===== src/rtl/alu8_pkg.sv =====
package alu8_pkg;
    localparam int FUNC_N   = 8;
    localparam int F_AND    = 0;
    localparam int F_OR     = 1;
    localparam int F_ADD    = 2;
    localparam int F_SUB    = 3;
    localparam int F_ROL    = 4;
    localparam int F_ROR    = 5;
    localparam int F_INC    = 6;
    localparam int F_PASS   = 7;

    typedef struct packed {
        logic c;
        logic z;
        logic d;
    } flags_t;
endpackage


===== src/rtl/alu8_core.sv =====
module alu8_core
    import alu8_pkg::*;
#(
    parameter int W = 8
) (
    input  logic [W-1:0]      acc_i,
    input  logic [W-1:0]      opb_i,
    input  logic [FUNC_N-1:0] func_i,
    input  logic              cin_i,
    output logic [W-1:0]      res_o,
    output logic              cout_o,
    output logic              valid_o
);
    logic [W:0] add_w;
    logic [W:0] sub_w;

    always_comb begin
        add_w   = {1'b0, acc_i} + {1'b0, opb_i};
        sub_w   = {1'b0, acc_i} - {1'b0, opb_i};
        valid_o = ($countones(func_i) == 1);
        res_o   = '0;
        cout_o  = cin_i;
        if (valid_o) begin
            if (func_i[F_AND]) begin
                res_o = acc_i & opb_i;
            end else if (func_i[F_OR]) begin
                res_o = acc_i | opb_i;
            end else if (func_i[F_ADD]) begin
                res_o  = add_w[W-1:0];
                cout_o = add_w[W];
            end else if (func_i[F_SUB]) begin
                res_o  = sub_w[W-1:0];
                cout_o = sub_w[W];
            end else if (func_i[F_ROL]) begin
                res_o  = {acc_i[W-2:0], cin_i};
                cout_o = acc_i[W-1];
            end else if (func_i[F_ROR]) begin
                res_o  = {cin_i, acc_i[W-1:1]};
                cout_o = acc_i[0];
            end else if (func_i[F_INC]) begin
                res_o = opb_i + W'(1);
            end else begin
                res_o = opb_i;
            end
        end
    end
endmodule


===== src/rtl/alu8_flags.sv =====
module alu8_flags
    import alu8_pkg::*;
(
    input  logic   clk,
    input  logic   rst_n,
    input  logic   store_i,
    input  logic   clr_all_i,
    input  logic   clr_data_i,
    input  logic   valid_i,
    input  logic   cout_i,
    input  logic   res_zero_i,
    input  logic   data_rdy_i,
    output flags_t flags_o
);
    flags_t fl_d, fl_q;

    always_comb begin
        fl_d = fl_q;
        if (clr_all_i) begin
            fl_d = '0;
        end else begin
            if (store_i && valid_i) begin
                fl_d.c = cout_i;
                fl_d.z = res_zero_i;
                fl_d.d = data_rdy_i;
            end
            if (clr_data_i) begin
                fl_d.d = 1'b0;
            end
        end
    end

    always_ff @(posedge clk or negedge rst_n) begin
        if (!rst_n) begin
            fl_q <= '0;
        end else begin
            fl_q <= fl_d;
        end
    end

    assign flags_o = fl_q;
endmodule


===== src/rtl/alu8_top.sv =====
module alu8_top
    import alu8_pkg::*;
#(
    parameter int W = 8
) (
    input  logic              clk,
    input  logic              rst_n,
    input  logic [W-1:0]      acc_i,
    input  logic [W-1:0]      opb_i,
    input  logic [FUNC_N-1:0] func_i,
    input  logic              store_i,
    input  logic              clr_all_i,
    input  logic              clr_data_i,
    input  logic              data_rdy_i,
    output logic [W-1:0]      res_o,
    output logic              carry_o,
    output logic              zero_o,
    output logic              data_o
);
    flags_t flags;
    logic   cout;
    logic   valid;

    alu8_core #(.W(W)) u_core (
        .acc_i  (acc_i),
        .opb_i  (opb_i),
        .func_i (func_i),
        .cin_i  (flags.c),
        .res_o  (res_o),
        .cout_o (cout),
        .valid_o(valid)
    );

    alu8_flags u_flags (
        .clk       (clk),
        .rst_n     (rst_n),
        .store_i   (store_i),
        .clr_all_i (clr_all_i),
        .clr_data_i(clr_data_i),
        .valid_i   (valid),
        .cout_i    (cout),
        .res_zero_i(res_o == '0),
        .data_rdy_i(data_rdy_i),
        .flags_o   (flags)
    );

    assign carry_o = flags.c;
    assign zero_o  = flags.z;
    assign data_o  = flags.d;
endmodule


===== config.mk =====
export PLATFORM = sky130hd
export DESIGN_NAME = alu8_top
export DESIGN_NICKNAME = d
export VERILOG_FILES = /design/src/rtl/alu8_pkg.sv /design/src/rtl/alu8_core.sv /design/src/rtl/alu8_flags.sv /design/src/rtl/alu8_top.sv
export SDC_FILE = /design/constraint.sdc
export NUM_CORES = 1
export LEC_CHECK = 0
export BUFFER_PORTS_ARGS = -buffer_cell sky130_fd_sc_hd__buf_2
export CAP_MARGIN = 15
export CORE_AREA = 2 2 82 84
export DETAILED_ROUTE_END_ITERATION = 6
export DIE_AREA = 0 0 84 86
export GPL_TIMING_DRIVEN = 0
export PLACE_DENSITY = 0.49
export REMOVE_ABC_BUFFERS = 1
export SYNTH_ARGS = -nofsm -noshare
export SYNTH_HDL_FRONTEND = slang
export SYNTH_HIERARCHICAL = 1
export SYNTH_SLANG_ARGS = --single-unit
export TNS_END_PERCENT = 50

===== constraint.sdc =====
create_clock -name clk -period 5.4 [get_ports clk]
set_input_delay 1.08 -clock clk [delete_from_list [all_inputs] [get_ports clk]]
set_output_delay 1.08 -clock clk [all_outputs]
set_load 0.03 [all_outputs]

Yosys cells after proc, flatten, opt, wreduce, memory -nomap -nowiden
Cells that the tools add are included.
{"block": "totals", "mem_count": 0, "word_cells": 43, "regBits": 3, "out_inout_bits": 11, "latch_bits": 0, "mem_bits_ro": 0, "ram_bits": 0, "input_bits": 30}
{"block": "classes", "n_lt_le_gt_ge": 0, "muxes": 18, "reduce_logical": 7, "n_eq_ne": 3, "n_bitwise": 2, "n_mul": 0, "shifts": 0, "n_div": 0, "addsub": 10}
{"cell": "32-bit adder", "count": 3}
{"cell": "8-bit 2-to-1 mux", "count": 8}
{"cell": "32-bit by 2-bit == test with 1-bit output, second input constant", "count": 1}
{"cell": "8-bit by 8-bit adder with 9-bit output", "count": 1}
{"cell": "8-bit by 8-bit subtractor with 9-bit output", "count": 1}
{"cell": "1-bit by 1-bit adder with 2-bit output", "count": 4}
{"cell": "8-bit by 1-bit adder with 8-bit output, second input constant", "count": 1}
{"cell": "8-bit bitwise AND", "count": 1}
{"cell": "8-bit zero test", "count": 1}
{"cell": "1-bit 2-to-1 mux", "count": 8}
{"cell": "8-bit OR", "count": 1}
{"cell": "3-bit 2-to-1 mux", "count": 2}
{"cell": "5-bit AND reduction", "count": 1}
{"cell": "5-bit nonzero test", "count": 1}
{"cell": "2-bit by 1-bit != test with 1-bit output, second input constant", "count": 2}
{"cell": "2-bit nonzero test", "count": 2}
{"cell": "3-bit nonzero test", "count": 1}
{"cell": "1-bit logical AND", "count": 1}

Longest topological paths before layout
{"block": "logic_depth", "depth_word": 13, "mapped_depth": 20, "ltp_nobuf": 18}

Cells and area by module
The synthesis kept the hierarchy.
{"mod": "alu8_core", "area_per_inst_um2": 1691.6, "n_inst": 1, "cells_each": 246, "seq_area_each_um2": 0.0}
{"mod": "alu8_flags", "area_per_inst_um2": 142.6, "n_inst": 1, "cells_each": 12, "seq_area_each_um2": 75.1}
{"mod": "alu8_top", "area_per_inst_um2": 18.8, "n_inst": 1, "cells_each": 3, "seq_area_each_um2": 0.0}

Worst setup path before layout
No wires, ideal clock.
{"block": "synth_timing", "path_type": "input -> output", "from": "input func_i[0]", "to": "output res_o[7]", "cell_stages": 16, "arrival_ps": 4992, "required_ps": 4320, "slack_ps": -672, "path_buffers": 2, "cell_sequence": "clkbuf_1 > inv_1 > fa_1 > fa_1 > fa_1 > inv_1 > ha_1 > inv_1 > fa_1 > nor2_1 > a31oi_1 > or2_2 > clkbuf_1 > nor2_1 > nand3_1 > o21ai_0"}
{"block": "synth_via", "elab_chain_cells": 5, "word_cells_on_any_way": 6, "cone_classes": "add/sub: 3; eq/ne: 1; mux: 2"}
{"item": "from (decl)", "line": "alu8_top.sv:10", "rtl": "input logic [FUNC_N-1:0] func_i,"}
{"item": "1-bit by 1-bit adder with 2-bit output (not written as such)", "line": "alu8_core.sv:20", "rtl": "valid_o = ($countones(func_i) == 1);"}
{"item": "32-bit adder (not written as such) (2 in series)", "line": "alu8_core.sv:20"}
{"item": "32-bit by 2-bit == test with 1-bit output", "line": "alu8_core.sv:20"}
{"item": "8-bit 2-to-1 mux *", "line": "alu8_core.sv:23", "rtl": "if (valid_o) begin"}
{"item": "to (decl)", "line": "alu8_top.sv:15", "rtl": "output logic [W-1:0] res_o,"}
Every way passes the cells marked *; elsewhere a longest branch is shown, timed or not.

Worst setup path after layout
Same ends and word-level chain as after synthesis.

==> results list <==
- Run status: finished with violations
* Violated checks: negative setup slack
- Worst-path clk slew: 30 ps
* Cell Count, Final, Fillers Out: 386
* Post-layout worst setup margin: -42.3 ps
- The routed design could run at a clock period as short as approximately 5400 ps.
- The die covers 7220 um2.
* Worst hold slack: 647 ps
* Layout cells sized above 1: 27.8%
- Final sum of negative setup slack: -54.5 ps
* Count of hold-fix buffers inserted at cts: 0
- Buffers plus inverters on the worst setup path: 5
- Number of library cell types mapped by synthesis: between 50 and 60
- Die outline width: 84 um
- Summing over every cut layer, the via total after detailed routing is about 2100.
- The register with the most flip-flops in the layout has 3 of them.
- In this run the mean area of a mapped cell was 7.10 um2.
- Worst setup path class: in2out
- Critical path's top delay family: adder cells
* Peak ir drop on the vdd network: 0.122 mV
* Portion of the clock cycle consumed by the worst path in the final layout: 101%
- In this run the number of H-tree levels came out at 1.
- # setup viols final: 2
* TritonCTS clock tree: done
- Max-cap check violation count: 0
- At the later pin of the worst-skew pair, clock insertion delay measures roughly 210 ps.
- Buffers placed on the I/O ports in this run total 40.
* Arrival time of the worst setup path: between 4000 and 5000 ps
- For the worst setup path, the data required time is between 4000 and 5000 ps.
- The signal on the critical path passes through buf_12, inv_8, fa_1, fa_1, fa_1, inv_1, ha_2, inv_2, fa_2, nand2_2, or2_4, nor2_4, nand3_2, o21ai_4, buf_6.
- The first global-routing pass estimated 9590 um of wire.
* Post-synthesis instance area: 1850 um2
- Dividing the detail-routed via count by the number of cells gives 5.37.
- After synthesis the netlist holds a flip-flop and latch count of 3.
- Before antenna repair, the detailed router went through 4 iterations.
* Routed wire length: 6240 um
- Initial DRC Count: 131
- Antenna Diode Count: 0
- Sequential cells were found to cover under 10% of the synthesized design area.
- In the synthesized netlist the dominant register cell turns out to be sky130_fd_sc_hd__dfrtp_1.
- Routability congestion estimate: 0.818
- The synthesized design spends more area on one cell type than any other, namely sky130_fd_sc_hd__ha_1.
* CP Launch Type: input port
- Pwr dens: 162 nW/um2
* Area share of the leading cell type in the synthesized netlist: between 10% and 20%
* Sink Count: 3
- The tree is rooted in a sky130_fd_sc_hd__clkbuf_8.
- Static timing analysis puts the maximum clock frequency at 184 MHz.
- Utilization after layout: between 30 and 40%
* Post-route design area: 2480 um2
- Buffers from clock root to sink, at most: 2
- For this run the aggregate overflow at the end of global routing stands at 0.
* Most numerous cell on the critical path: sky130_fd_sc_hd__fa_1
- Row cnt: 29
- Detailed placement ended at an HPWL of 4640 um.
- Count of flip-flops with a built-in enable after synthesis: 0
- Worst-path fanout max: 5
* Drc violations: 0
- For the final database, setup skew stands at approximately 0.016 ps.
* Hold violation total from the final report: 0
- The area growth from synthesis to layout is 33.9%.
- By area the synthesized netlist is led by sky130_fd_sc_hd__ha_1 19%, sky130_fd_sc_hd__inv_1 7.3%, sky130_fd_sc_hd__a21oi_1 7.0%.
- Most frequent cells after synthesis: 36 x sky130_fd_sc_hd__inv_1, 28 x sky130_fd_sc_hd__ha_1, 26 x sky130_fd_sc_hd__a21oi_1
- Headroom to the max-slew limit came out at 56.1%.
* CP Capture Type: output pin
- For this design the static power due to leakage is 1.14 nW.
* Cell count after synthesis: 261
* Initial antenna violation count: 0
- Maximum number of pins on one net before global-route repair: 18
- Of all flip-flops after synthesis, the portion carrying an async set or reset was 100%.
- The via count of the first global-routing pass was 1934.
* Ports placed on the boundary: 41
- Cts bufs inserted: 3
* Average wire per standard cell: 16.2 um
- Worst Max-Slew Pin Slew: ~650 ps
- Remaining number of nets flagged by the antenna check after routing: 0
* RSZ-0062 raised after global routing: true
- Global-route usage over all layers: 16.4%
* Placement Cell Area: 2100 um2
- # placed instances: 366
* Starting Density: 29.5%
* Final Slew Violations: 0
* Core Region: 6280 um2
- Library cell contributing the largest single delay on the critical path: sky130_fd_sc_hd__fa_1
- The most common cell in the synthesized netlist is sky130_fd_sc_hd__inv_1.
- After the last flow step, the layout net total stands at around 370.
- On the worst path, the slowest cell contributes a delay of 540 ps.
* Warning count from the yosys run: 6
- The path class of the tightest hold or removal check is reg2reg.
- Reg-to-reg setup timing slack: 3410 ps
- Measured along the y axis, the die boundary spans 86 um.
-- kinds of logic (layout without fill, tap and decap cells) --
group / count (synthesis) / after routing / synth area share [%]
adder cells (fa/ha/maj): 34 / 34 / 25.4
buffers and inverters: 49 / 96 / 10.4
flip-flops: 3 / 3 / 4.05
AND/OR/NAND/NOR: 72 / 73 / 20.2
XOR/XNOR: 13 / 13 / 6.14
multiplexers: 4 / 4 / 2.23
AO/OA/AOI/OAI: 86 / 86 / 31.6
-- worst reg2reg max path: stages, from the launching register on --
cell and delay, ps:
sky130_fd_sc_hd__dfrtp_1 440, sky130_fd_sc_hd__o22ai_1 150, sky130_fd_sc_hd__a21oi_1 100, sky130_fd_sc_hd__nand3_2 100, sky130_fd_sc_hd__o21ai_4 60, sky130_fd_sc_hd__buf_4 140
sky130_fd_sc_hd__or4_1 510, sky130_fd_sc_hd__nor2_1 180, sky130_fd_sc_hd__nand3_1 90, sky130_fd_sc_hd__a21oi_1 140
-- timing repair --
action	in CTS	in global routing
pin swaps	8	6
setup buffers	3	11
hold endpoints to repair	0	0
gates resized for setup	45	10
gates cloned	1	1
setup endpoints to repair	9	8
-- placed cells by master, fill, tap and decap left out, types with 2 or more instances in the layout --
cell                        count
sky130_fd_sc_hd__inv_1         33
sky130_fd_sc_hd__buf_2         29
sky130_fd_sc_hd__ha_1          27
sky130_fd_sc_hd__a21oi_1       25
sky130_fd_sc_hd__buf_4         18
sky130_fd_sc_hd__nor2_1        16
sky130_fd_sc_hd__nand2_1       16
sky130_fd_sc_hd__o21ai_0       15
sky130_fd_sc_hd__xnor2_1        9
sky130_fd_sc_hd__nand3_1        6
sky130_fd_sc_hd__nand2b_1       5
sky130_fd_sc_hd__nor3_1         5
sky130_fd_sc_hd__fa_1           5
sky130_fd_sc_hd__buf_6          4
sky130_fd_sc_hd__nand4_1        4
sky130_fd_sc_hd__a211oi_1       4
sky130_fd_sc_hd__xor2_1         4
sky130_fd_sc_hd__clkbuf_8       3
sky130_fd_sc_hd__buf_12         3
sky130_fd_sc_hd__nor2b_1        3
sky130_fd_sc_hd__a31oi_1        3
sky130_fd_sc_hd__o211ai_1       3
sky130_fd_sc_hd__a221o_1        3
sky130_fd_sc_hd__mux2i_1        3
sky130_fd_sc_hd__dfrtp_1        3
sky130_fd_sc_hd__or4_1          2
sky130_fd_sc_hd__or2_2          2
sky130_fd_sc_hd__a31oi_2        2
sky130_fd_sc_hd__a211oi_4       2
sky130_fd_sc_hd__o22ai_1        2
sky130_fd_sc_hd__and3_1         2
sky130_fd_sc_hd__a2111oi_0      2
sky130_fd_sc_hd__a21boi_0       2
sky130_fd_sc_hd__a311oi_4       2
sky130_fd_sc_hd__o21a_1         2
sky130_fd_sc_hd__o31ai_1        2
sky130_fd_sc_hd__a311oi_1       2
sky130_fd_sc_hd__a211oi_2       2
sky130_fd_sc_hd__a21bo_2        2
-- layer usage --
metal	wire (um)	GRT usage (%)	share of wire, %	vias to the layer above
met5	0	0	0	-
met4	54	3.67	0.87	0
met3	304	2.12	4.9	4
met2	2960	27.8	47	47
met1	2920	22.2	47	994
li1	-	-	-	1027
-- final timing paths --
path | start | endpoint | depth (start not counted)
worst max register to register | u_flags/flags_o[2] | u_flags/flags_o[1] | 9
worst max-delay path | func_i[0] | res_o[7] | 15
worst min register to register | u_flags/flags_o[1] | u_flags/flags_o[1] | 2
max in group asynchronous | rst_n | u_flags/flags_o[1] | 1
worst min-delay path | u_flags/flags_o[1] | u_flags/flags_o[1] | 2
min in group asynchronous | rst_n | u_flags/flags_o[0] | 1
-- where the power goes --
part	leakage, nW	internal, mW	total (mW)	switching [mW]
sequential	0.0417	0.0241	0.0248	0.000702
combinational	1.07	0.130	0.314	0.185
clock	0.0228	0.0502	0.0640	0.0138
-- cell type report --
class / instances / area [um2]
inverter: 37 / 164
clock buffer: 4 / 45.0
sequential: 3 / 75.1
tap: 77 / 96.3
timing repair buffer: 55 / 410
fill: 680 / 3800
multi-input combinational: 210 / 1690
-- through the flow --
| step | power [mW] | setup WS (ps) |
|---|---|---|
| 2_1_floorplan | 0.195 | -343 |
| 3_3_place_gp | 0.272 | -891 |
| 3_5_place_dp | 0.274 | -893 |
| 4_1_cts | 0.384 | -56.0 |
| 5_1_grt | 0.438 | -157 |
| 6_report | 0.403 | -42.3 |
No activity file was read; power rests on OpenSTA's default activity.
